### src/rtl/rg_pkg.sv
package rg_pkg;
  typedef enum logic [1:0] {
    ST_IDLE,
    ST_SKIP,
    ST_KEEP,
    ST_DONE
  } gate_st_e;
endpackage

### src/rtl/rg_pulse_src.sv
module rg_pulse_src #(
  parameter int CNT_W = 32
) (
  input  logic             clk_i,
  input  logic             rst_ni,
  input  logic             acc_i,
  input  logic             free_run_i,
  input  logic             marker_i,
  input  logic [CNT_W-1:0] period_i,
  output logic             pulse_o
);
  logic [CNT_W-1:0] phase_q, per_q, per_eff, phase_inc;
  logic             mark_q;

  assign pulse_o   = free_run_i ? (phase_q == '0) : (marker_i && !mark_q);
  assign per_eff   = (phase_q == '0) ? period_i : per_q;
  assign phase_inc = phase_q + 1'b1;

  always_ff @(posedge clk_i or negedge rst_ni) begin
    if (!rst_ni) begin
      phase_q <= '0;
      per_q   <= '0;
      mark_q  <= 1'b0;
    end else if (acc_i) begin
      mark_q <= marker_i;
      if (phase_q == '0) per_q <= period_i;
      // period is latched at the wrap, so a new value waits for the next pulse
      if (phase_inc >= per_eff || phase_inc == '0) phase_q <= '0;
      else                                         phase_q <= phase_inc;
    end
  end
endmodule

### src/rtl/rg_gate_fsm.sv
module rg_gate_fsm
  import rg_pkg::*;
#(
  parameter int CNT_W = 32
) (
  input  logic             clk_i,
  input  logic             rst_ni,
  input  logic             acc_i,
  input  logic             pulse_i,
  input  logic [CNT_W-1:0] offset_i,
  input  logic [CNT_W-1:0] count_i,
  output logic             keep_o,
  output logic             last_o,
  output logic             first_o
);
  gate_st_e         st_q, st_e, st_n;
  logic [CNT_W-1:0] cnt_q, cnt_e, cnt_n, num_q, num_e;

  always_comb begin
    st_e    = pulse_i ? ST_SKIP  : st_q;
    cnt_e   = pulse_i ? offset_i : cnt_q;
    num_e   = pulse_i ? count_i  : num_q;
    st_n    = st_e;
    cnt_n   = cnt_e;
    keep_o  = 1'b0;
    last_o  = 1'b0;
    first_o = 1'b0;
    case (st_e)
      ST_SKIP: begin
        if (num_e == '0) begin
          st_n = ST_DONE;
        end else if (cnt_e == '0) begin
          keep_o  = 1'b1;
          first_o = 1'b1;
          if (num_e == CNT_W'(1)) begin
            last_o = 1'b1;
            st_n   = ST_DONE;
          end else begin
            st_n  = ST_KEEP;
            cnt_n = CNT_W'(1);
          end
        end else begin
          cnt_n = cnt_e - 1'b1;
        end
      end
      ST_KEEP: begin
        keep_o = 1'b1;
        if (cnt_e + 1'b1 == num_e) begin
          last_o = 1'b1;
          st_n   = ST_DONE;
        end else begin
          cnt_n = cnt_e + 1'b1;
        end
      end
      default: ;
    endcase
  end

  always_ff @(posedge clk_i or negedge rst_ni) begin
    if (!rst_ni) begin
      st_q  <= ST_IDLE;
      cnt_q <= '0;
      num_q <= '0;
    end else if (acc_i) begin
      st_q  <= st_n;
      cnt_q <= cnt_n;
      num_q <= num_e;
    end
  end
endmodule

### src/rtl/rg_stamp.sv
module rg_stamp #(
  parameter int TIME_W = 64
) (
  input  logic              clk_i,
  input  logic              rst_ni,
  input  logic              acc_i,
  input  logic              time_vld_i,
  input  logic [TIME_W-1:0] time_i,
  input  logic              first_i,
  output logic [TIME_W-1:0] pkt_time_o
);
  logic [TIME_W-1:0] next_q, pkt_q, cur_t;

  // time of the sample on the input now: its own stamp or the extrapolation
  assign cur_t      = time_vld_i ? time_i : next_q;
  assign pkt_time_o = first_i ? cur_t : pkt_q;

  always_ff @(posedge clk_i or negedge rst_ni) begin
    if (!rst_ni) begin
      next_q <= '0;
      pkt_q  <= '0;
    end else if (acc_i) begin
      next_q <= cur_t + 1'b1;
      if (first_i) pkt_q <= cur_t;
    end
  end
endmodule

### src/rtl/range_gate_sel.sv
module range_gate_sel #(
  parameter int DATA_W = 32,
  parameter int TIME_W = 64,
  parameter int CNT_W  = 32
) (
  input  logic              clk_i,
  input  logic              rst_ni,
  input  logic              free_run_i,
  input  logic [CNT_W-1:0]  cfg_offset_i,
  input  logic [CNT_W-1:0]  cfg_count_i,
  input  logic [CNT_W-1:0]  cfg_period_i,
  input  logic              tx_marker_i,
  input  logic [DATA_W-1:0] s_data_i,
  input  logic [TIME_W-1:0] s_time_i,
  input  logic              s_time_vld_i,
  input  logic              s_valid_i,
  output logic              s_ready_o,
  output logic [DATA_W-1:0] m_data_o,
  output logic [TIME_W-1:0] m_time_o,
  output logic              m_last_o,
  output logic              m_valid_o,
  input  logic              m_ready_i
);
  logic              acc, pulse, keep, last, first;
  logic [TIME_W-1:0] pkt_time;
  logic              pend_v_q, pend_l_q;
  logic [DATA_W-1:0] pend_d_q;
  logic [TIME_W-1:0] pend_t_q;

  assign s_ready_o = !m_valid_o || m_ready_i;
  assign acc       = s_valid_i && s_ready_o;

  rg_pulse_src #(.CNT_W(CNT_W)) i_pulse (
    .clk_i, .rst_ni, .acc_i(acc), .free_run_i,
    .marker_i(tx_marker_i), .period_i(cfg_period_i), .pulse_o(pulse)
  );

  rg_gate_fsm #(.CNT_W(CNT_W)) i_fsm (
    .clk_i, .rst_ni, .acc_i(acc), .pulse_i(pulse),
    .offset_i(cfg_offset_i), .count_i(cfg_count_i),
    .keep_o(keep), .last_o(last), .first_o(first)
  );

  rg_stamp #(.TIME_W(TIME_W)) i_stamp (
    .clk_i, .rst_ni, .acc_i(acc), .time_vld_i(s_time_vld_i),
    .time_i(s_time_i), .first_i(first), .pkt_time_o(pkt_time)
  );

  // one kept sample is held back until the next input decides its last flag
  always_ff @(posedge clk_i or negedge rst_ni) begin
    if (!rst_ni) begin
      pend_v_q  <= 1'b0;
      pend_l_q  <= 1'b0;
      pend_d_q  <= '0;
      pend_t_q  <= '0;
      m_valid_o <= 1'b0;
      m_last_o  <= 1'b0;
      m_data_o  <= '0;
      m_time_o  <= '0;
    end else begin
      if (m_ready_i) m_valid_o <= 1'b0;
      if (acc) begin
        if (pend_v_q) begin
          m_valid_o <= 1'b1;
          m_data_o  <= pend_d_q;
          m_time_o  <= pend_t_q;
          m_last_o  <= pend_l_q || pulse;
        end
        pend_v_q <= keep;
        if (keep) begin
          pend_d_q <= s_data_i;
          pend_l_q <= last;
          pend_t_q <= pkt_time;
        end
      end
    end
  end
endmodule

### config.mk
export PLATFORM = sky130hd
export DESIGN_NAME = range_gate_sel
export DESIGN_NICKNAME = d
export VERILOG_FILES = /design/src/rtl/rg_pkg.sv /design/src/rtl/rg_pulse_src.sv /design/src/rtl/rg_gate_fsm.sv /design/src/rtl/rg_stamp.sv /design/src/rtl/range_gate_sel.sv
export SDC_FILE = /design/constraint.sdc
export NUM_CORES = 1
export LEC_CHECK = 0
export ABC_AREA = 0
export BUFFER_PORTS_ARGS = -buffer_cell sky130_fd_sc_hd__buf_2
export CAP_MARGIN = 30
export CORE_UTILIZATION = 40
export CTS_CLUSTER_DIAMETER = 120
export DETAILED_ROUTE_END_ITERATION = 10
export GPL_ROUTABILITY_DRIVEN = 1
export HOLD_SLACK_MARGIN = 0.06
export PLACE_DENSITY = 0.64
export SLEW_MARGIN = 0
export SYNTH_ARGS = -nofsm -noshare
export SYNTH_HDL_FRONTEND = slang
export SYNTH_SLANG_ARGS = --single-unit
### constraint.sdc
create_clock -name clk_i -period 7.2 [get_ports clk_i]
set_clock_uncertainty 0.05 [all_clocks]
set_input_delay 0.72 -clock clk_i [delete_from_list [all_inputs] [get_ports clk_i]]
set_output_delay 0.72 -clock clk_i [all_outputs]
set_load 0.02 [all_outputs]
# Word level (Yosys, flattened, before mapping)
# Index checks and enable logic that the tools add are counted.
# Widths: inputs -> output; s select.
[word_totals] ramBits=0 latchBits=0 rom_bits=0 word_cells=68 input_bits=199 output_inout_bits=99 memories=0 register_bits=455
[op_classes] n_shift=0 multipliers=0 addsub=4 magnitude_cmp=1 bitwise_logic=0 mux=30 n_div=0 reduce_logical=13 eq_ne=4
[op_table] operator="$mux 32" count=8
[op_table] operator="$logic_not 32->1" count=4
[op_table] operator="$mux 64" count=2
[op_table] operator="$add 32x1->32 const B" count=2
[op_table] operator="$add 64x1->64 const B" count=1
[op_table] operator="$pmux 32 s2" count=1
[op_table] operator="$eq 32x1->1 const B" count=1
[op_table] operator="$eq 32x32->1" count=1
[op_table] operator="$ge 32x32->1" count=1
[op_table] operator="$sub 32x1->32 const B" count=1
[op_table] operator="$mux 1" count=12
[op_table] operator="$mux 2" count=4
[op_table] operator="$pmux 1 s2" count=2
[op_table] operator="$pmux 2 s2" count=1
[op_table] operator="$reduce_and 2->1" count=2
[op_table] operator="$logic_or 1x1->1" count=3
[op_table] operator="$eq 2x1->1 const B" count=1
[op_table] operator="$eq 2x2->1 const B" count=1
[op_table] operator="$logic_and 1x1->1" count=2
[op_table] operator="$logic_not 1->1" count=2

# Depth between registers and ports, before layout
[logic_depth] ltp_word=9 mapped_depth=24 mapped_depth_nobuf=20

# Modules after synthesis
# Synthesis repeated with hierarchy kept, for this count alone.
[hier_totals] cells_unflattened=2982 area_unflattened_um2=29239.3
[modules_own_cells] mod="rg_stamp" instances=1 seq_area_each_um2=3203.1 cells_per_inst=1099 area_each_um2=9449.1
[modules_own_cells] mod="rg_gate_fsm" instances=1 seq_area_each_um2=1651.6 cells_per_inst=952 area_each_um2=7626.1
[modules_own_cells] mod="range_gate_sel" instances=1 seq_area_each_um2=4904.7 cells_per_inst=420 area_each_um2=7493.4
[modules_own_cells] mod="rg_pulse_src" instances=1 seq_area_each_um2=1626.6 cells_per_inst=511 area_each_um2=4670.7

# Worst setup path after synthesis
# Ideal clock, no wire load.
[synth_path] path_kind="register to register" from="reg i_pulse.phase_q[0]" to="reg i_fsm.cnt_q[26]" setup_time_ps=137 path_stages_with_launch=22 n_path_buf=4 required_ps=7013 arrival_time_ps=5106 slack_ps=1906 period_less_slack_ps=5294 cell_sequence="dfrtp_1 -> inv_1 -> ha_1 -> nor4b_1 -> and4_1 -> a31oi_1 -> buf_2 -> buf_2 -> clkbuf_1 -> nand2_1 -> nand2_1 -> ha_1 -> o21ai_1 -> or3_4 -> nor4_1 -> o211ai_1 -> or4_4 -> a2111oi_4 -> buf_4 -> nor4_1 -> a2111oi_1 -> a21oi_1"
[synth_between] elab_chain_cells=8 word_cells_on_any_way=18 cone_classes="add/sub: 2; eq/ne: 4; mux: 9; reduce/logical: 3"
[synth_lines] item="start, declared" line_no="rg_pulse_src.sv:12" source="logic [CNT_W-1:0] phase_q, per_q, per_eff, phase_inc;"
[synth_lines] item="start signal, assigned" line_no="rg_pulse_src.sv:29" source="else phase_q <= phase_inc;"
[synth_lines] item="$logic_not 32->1 (*)" line_no="rg_pulse_src.sv:15" source="assign pulse_o = free_run_i ? (phase_q == '0) : (marker_i && !mark_q);"
[synth_lines] item="$mux 1 (*)" line_no="rg_pulse_src.sv:15"
[synth_lines] item="branches (longest 5 deep; another with $add 32x1->32)"
[synth_lines] item="$pmux 32 s2 (*)" line_no="rg_gate_fsm.sv:28" source="case (st_e)"
[synth_lines] item="end signal, assigned" line_no="rg_gate_fsm.sv:66" source="cnt_q <= cnt_n;"
[synth_lines] item="end, declared" line_no="rg_gate_fsm.sv:17" source="logic [CNT_W-1:0] cnt_q, cnt_e, cnt_n, num_q, num_e;"
# Mark *: on every way between the ends.
# A chain may end at the register's enable or synchronous reset.

# Worst setup path after layout
[layout_path] from="reg i_pulse.phase_q[0]" to="reg i_fsm.cnt_q[25]"
# Same word-level chain as after synthesis.

==> flow_summary.ini <==
[status]
status = finished, final reports clean

[sta]
min_period_over_period = 0.858
relSlewSlack = 0.272
finalWorstSetupSlack_ns = 1.02
grt_setup_unrepaired = false
finalSetupTns_ns = 0
final_hold_viol_count = 0
setup_viol = 0
tightest_slew_ns = 1.06
fmax_ghz = 0.162
final.min_clock_period_ns = 6.18
slew_viol_final = 0

[global_routing]
grt_pass1_vias = 20900
grt_use_met2 = 0.348
track_usage = 0.228
busiest_layer = met2
grt_start_max_net_pins = 131
use_met3 = 0.0407
antenna_found_initial = 15
met1_usage = 0.323
grt_overflow = 0
grt_pass1_wl_um = 121000

[placed_design]
io_buffers = 297
gp_congestion = 0.947
dp_hpwl_um = 53700
dp_slack_ns = 1.12
dpl_cell_area_mm2 = 0.0283

[critical_path]
rr_startpoint = i_pulse.phase_q[0]
cp-end-kind = flip-flop
cp_max_fo = 109
cp-startpoint = i_pulse.phase_q[0]
crit_required_ns = 7.65
arrival_ns = 6.63
worstSetupPathType = reg2reg
critPathLaunchType = flip-flop

[clock_tree]
clkTransAtPathRegs_ns = 0.06
cts_buffer_depth = 3
cts_root_buffer = clkbuf_16
cts_tree = done
postCtsSetupBuffers = 0
cts_buffers = 53
clkLatencyLatePin_ns = 0.62
cts.sinks = 455
cts_max_level = 2

[drt]
first_iter_violations = 1845
vias = 21700
wirelength_um = 75600
firstDrtPassIters = 5
vias_per_cell = 5.52
wl_per_cell_um = 19.3
final_antenna_net_count = 0
drc = 0

[finish]
drive_above_1_share = 0.209
area_delta_synth_final_pct = 16.2
stdcell_area_mm2 = 0.0302
num-nets-final = 3253
final_core_util = 0.469

[synth]
synth_nets = 3036
synthCells = 2798
yosys_warnings = 0
synth_cell_types = 77
ys_seq_area_frac = 0.438
syn-mean-instance-area_um2 = 9.29
async_flop_share = 1.00
synth_top_area_frac = 0.438
synth_flop_cell = dfrtp_1
netlist_top_cells_area = dfrtp_1 (44%), mux2_2 (7.9%), nand2_1 (6.2%)
synth-edff-count = 0
synth-seq-cells = 455
syn-cell-area_mm2 = 0.0260
synth_top_cell_by_area = dfrtp_1

[power_and_ir_drop]
leakagePower_uw = 0.0139
power_density_mw_per_mm2 = 327
peakVddDrop_v = 0.000222

[die]
io-pin-count = 298
die-area_mm2 = 0.0660
start_util = 0.404
core_mm2 = 0.0643
num_rows = 93
die_h_um = 257
dieWidth_um = 257

[worst_hold_path]
min_path_type = in2reg
hp-start = s_data_i[4]

[job]
cap_violations = 0
synth_stat cells, drive strengths merged (18+ instances only):
master and instances:
xnor2 77, nand4 36, a211oi 18, ha 39
and3 32, nor4 51, clkbuf 126, a21o 23
o21ai 295, nor3 61, xor2 72, inv 34
mux2i 162, nand2b 18, nand3 80, a31oi 24
nand2 430, a21oi 123, or3 30, dfrtp 455
buf 45, nor2 178, mux2 185
per-layer routing:
metal / part of all wire / routed length [um]
met5: 0.0016 / 120
met4: 0.035 / 2670
met1: 0.46 / 34900
met3: 0.062 / 4700
met2: 0.44 / 33200
power by group:
group | switching [uW] | internal, uW | total (uW)
registers | 453 | 3030 | 3490
logic | 2130 | 1390 | 3530
clock network | 1190 | 1680 | 2870
logic make-up after synthesis:
family / synth area share
AO/OA/AOI/OAI: 0.133
XOR/XNOR: 0.0511
flip-flops: 0.438
buffers and inverters: 0.0331
AND/OR/NAND/NOR: 0.184
adder cells (fa/ha/maj): 0.0188
multiplexers: 0.143
registers in the layout, indices dropped and copies added (netlist names):
name	count
i_fsm.cnt_q	32
i_fsm.num_q	32
i_fsm.st_q	2
i_pulse.mark_q	1
i_pulse.per_q	32
i_pulse.phase_q	32
i_stamp.next_q	64
i_stamp.pkt_q	64
m_data_o	32
m_last_o	1
m_time_o	64
m_valid_o	1
pend_d_q	32
pend_l_q	1
pend_t_q	64
pend_v_q	1
layout by cell type (no fill, tap or decap), types with 16 or more instances in the layout:
| cell | netlist | routed |
|---|---|---|
| dfrtp_1 | 455 | 455 |
| nand2_1 | 430 | 427 |
| buf_2 | 22 | 296 |
| o21ai_0 | 284 | 284 |
| mux2_2 | 182 | 182 |
| nor2_1 | 178 | 177 |
| mux2i_1 | 161 | 161 |
| a21oi_1 | 123 | 123 |
| nand3_1 | 80 | 79 |
| xnor2_1 | 77 | 77 |
| xor2_1 | 72 | 72 |
| nor3_1 | 61 | 61 |
| clkbuf_16 | 0 | 53 |
| nor4_1 | 48 | 48 |
| ha_1 | 39 | 39 |
| nand4_1 | 36 | 36 |
| inv_1 | 34 | 34 |
| and3_1 | 32 | 32 |
| or3_1 | 29 | 29 |
| buf_4 | 10 | 27 |
| a31oi_1 | 24 | 23 |
| a21o_1 | 23 | 22 |
| nand2b_1 | 18 | 18 |
| a211oi_1 | 16 | 16 |
| o211ai_1 | 16 | 16 |
critical path: stages, from the launching register on:
cell       delay, ns
dfrtp_1         0.44
inv_1           0.08
ha_1            0.16
nor4b_1         0.31
nand4_1         0.24
o31ai_4         0.35
buf_12          0.47
mux2i_1         0.94
nor3b_1         0.29
buf_2           0.26
xnor2_1         0.17
nor4_1          0.59
o2111ai_1       0.30
a2111oi_4       0.44
buf_12          0.29
nor2_1          0.14
and3_1          0.22
o31a_1          0.23
cell type report:
type	instances	area (um2)
flip-flops and latches	455	11400
clock buffers	69	1470
inverters	37	139
diodes	6	15.0
well taps	855	1070
fillers	6167	34200
multi-input cells	2135	13800
repair buffers	333	1890
clock inverters	30	403
worst paths after layout:
kind | depth (start not counted) | slack [ns] | to
max | 17 | 1.02 | i_fsm.cnt_q[25]
max in group asynchronous | 3 | 5.09 | i_pulse.per_q[19]
max reg2reg | 17 | 1.02 | i_fsm.cnt_q[25]
min in group asynchronous | 2 | 0.64 | m_time_o[47]
min | 2 | 0.28 | pend_d_q[4]
min reg2reg | 2 | 0.42 | i_stamp.next_q[6]
what timing repair did:
action,4_1_cts,5_1_grt
hold buffers,1,0
hold endpoints to repair,35,0
gates resized for setup,0,0
per-stage QoR:
stage | power, uW | instances | hold slack (ns)
finish | 9880 | 3920 | 0.275
global route | 10400 | 3919 | 0.256
floorplan | 5870 | 2798 | 0.374
global placement | 6940 | 3810 | 0.400
detailed placement | 6990 | 3813 | 0.410
CTS | 9900 | 3913 | 0.239
Note: power is estimated with default switching activity, not from simulation.
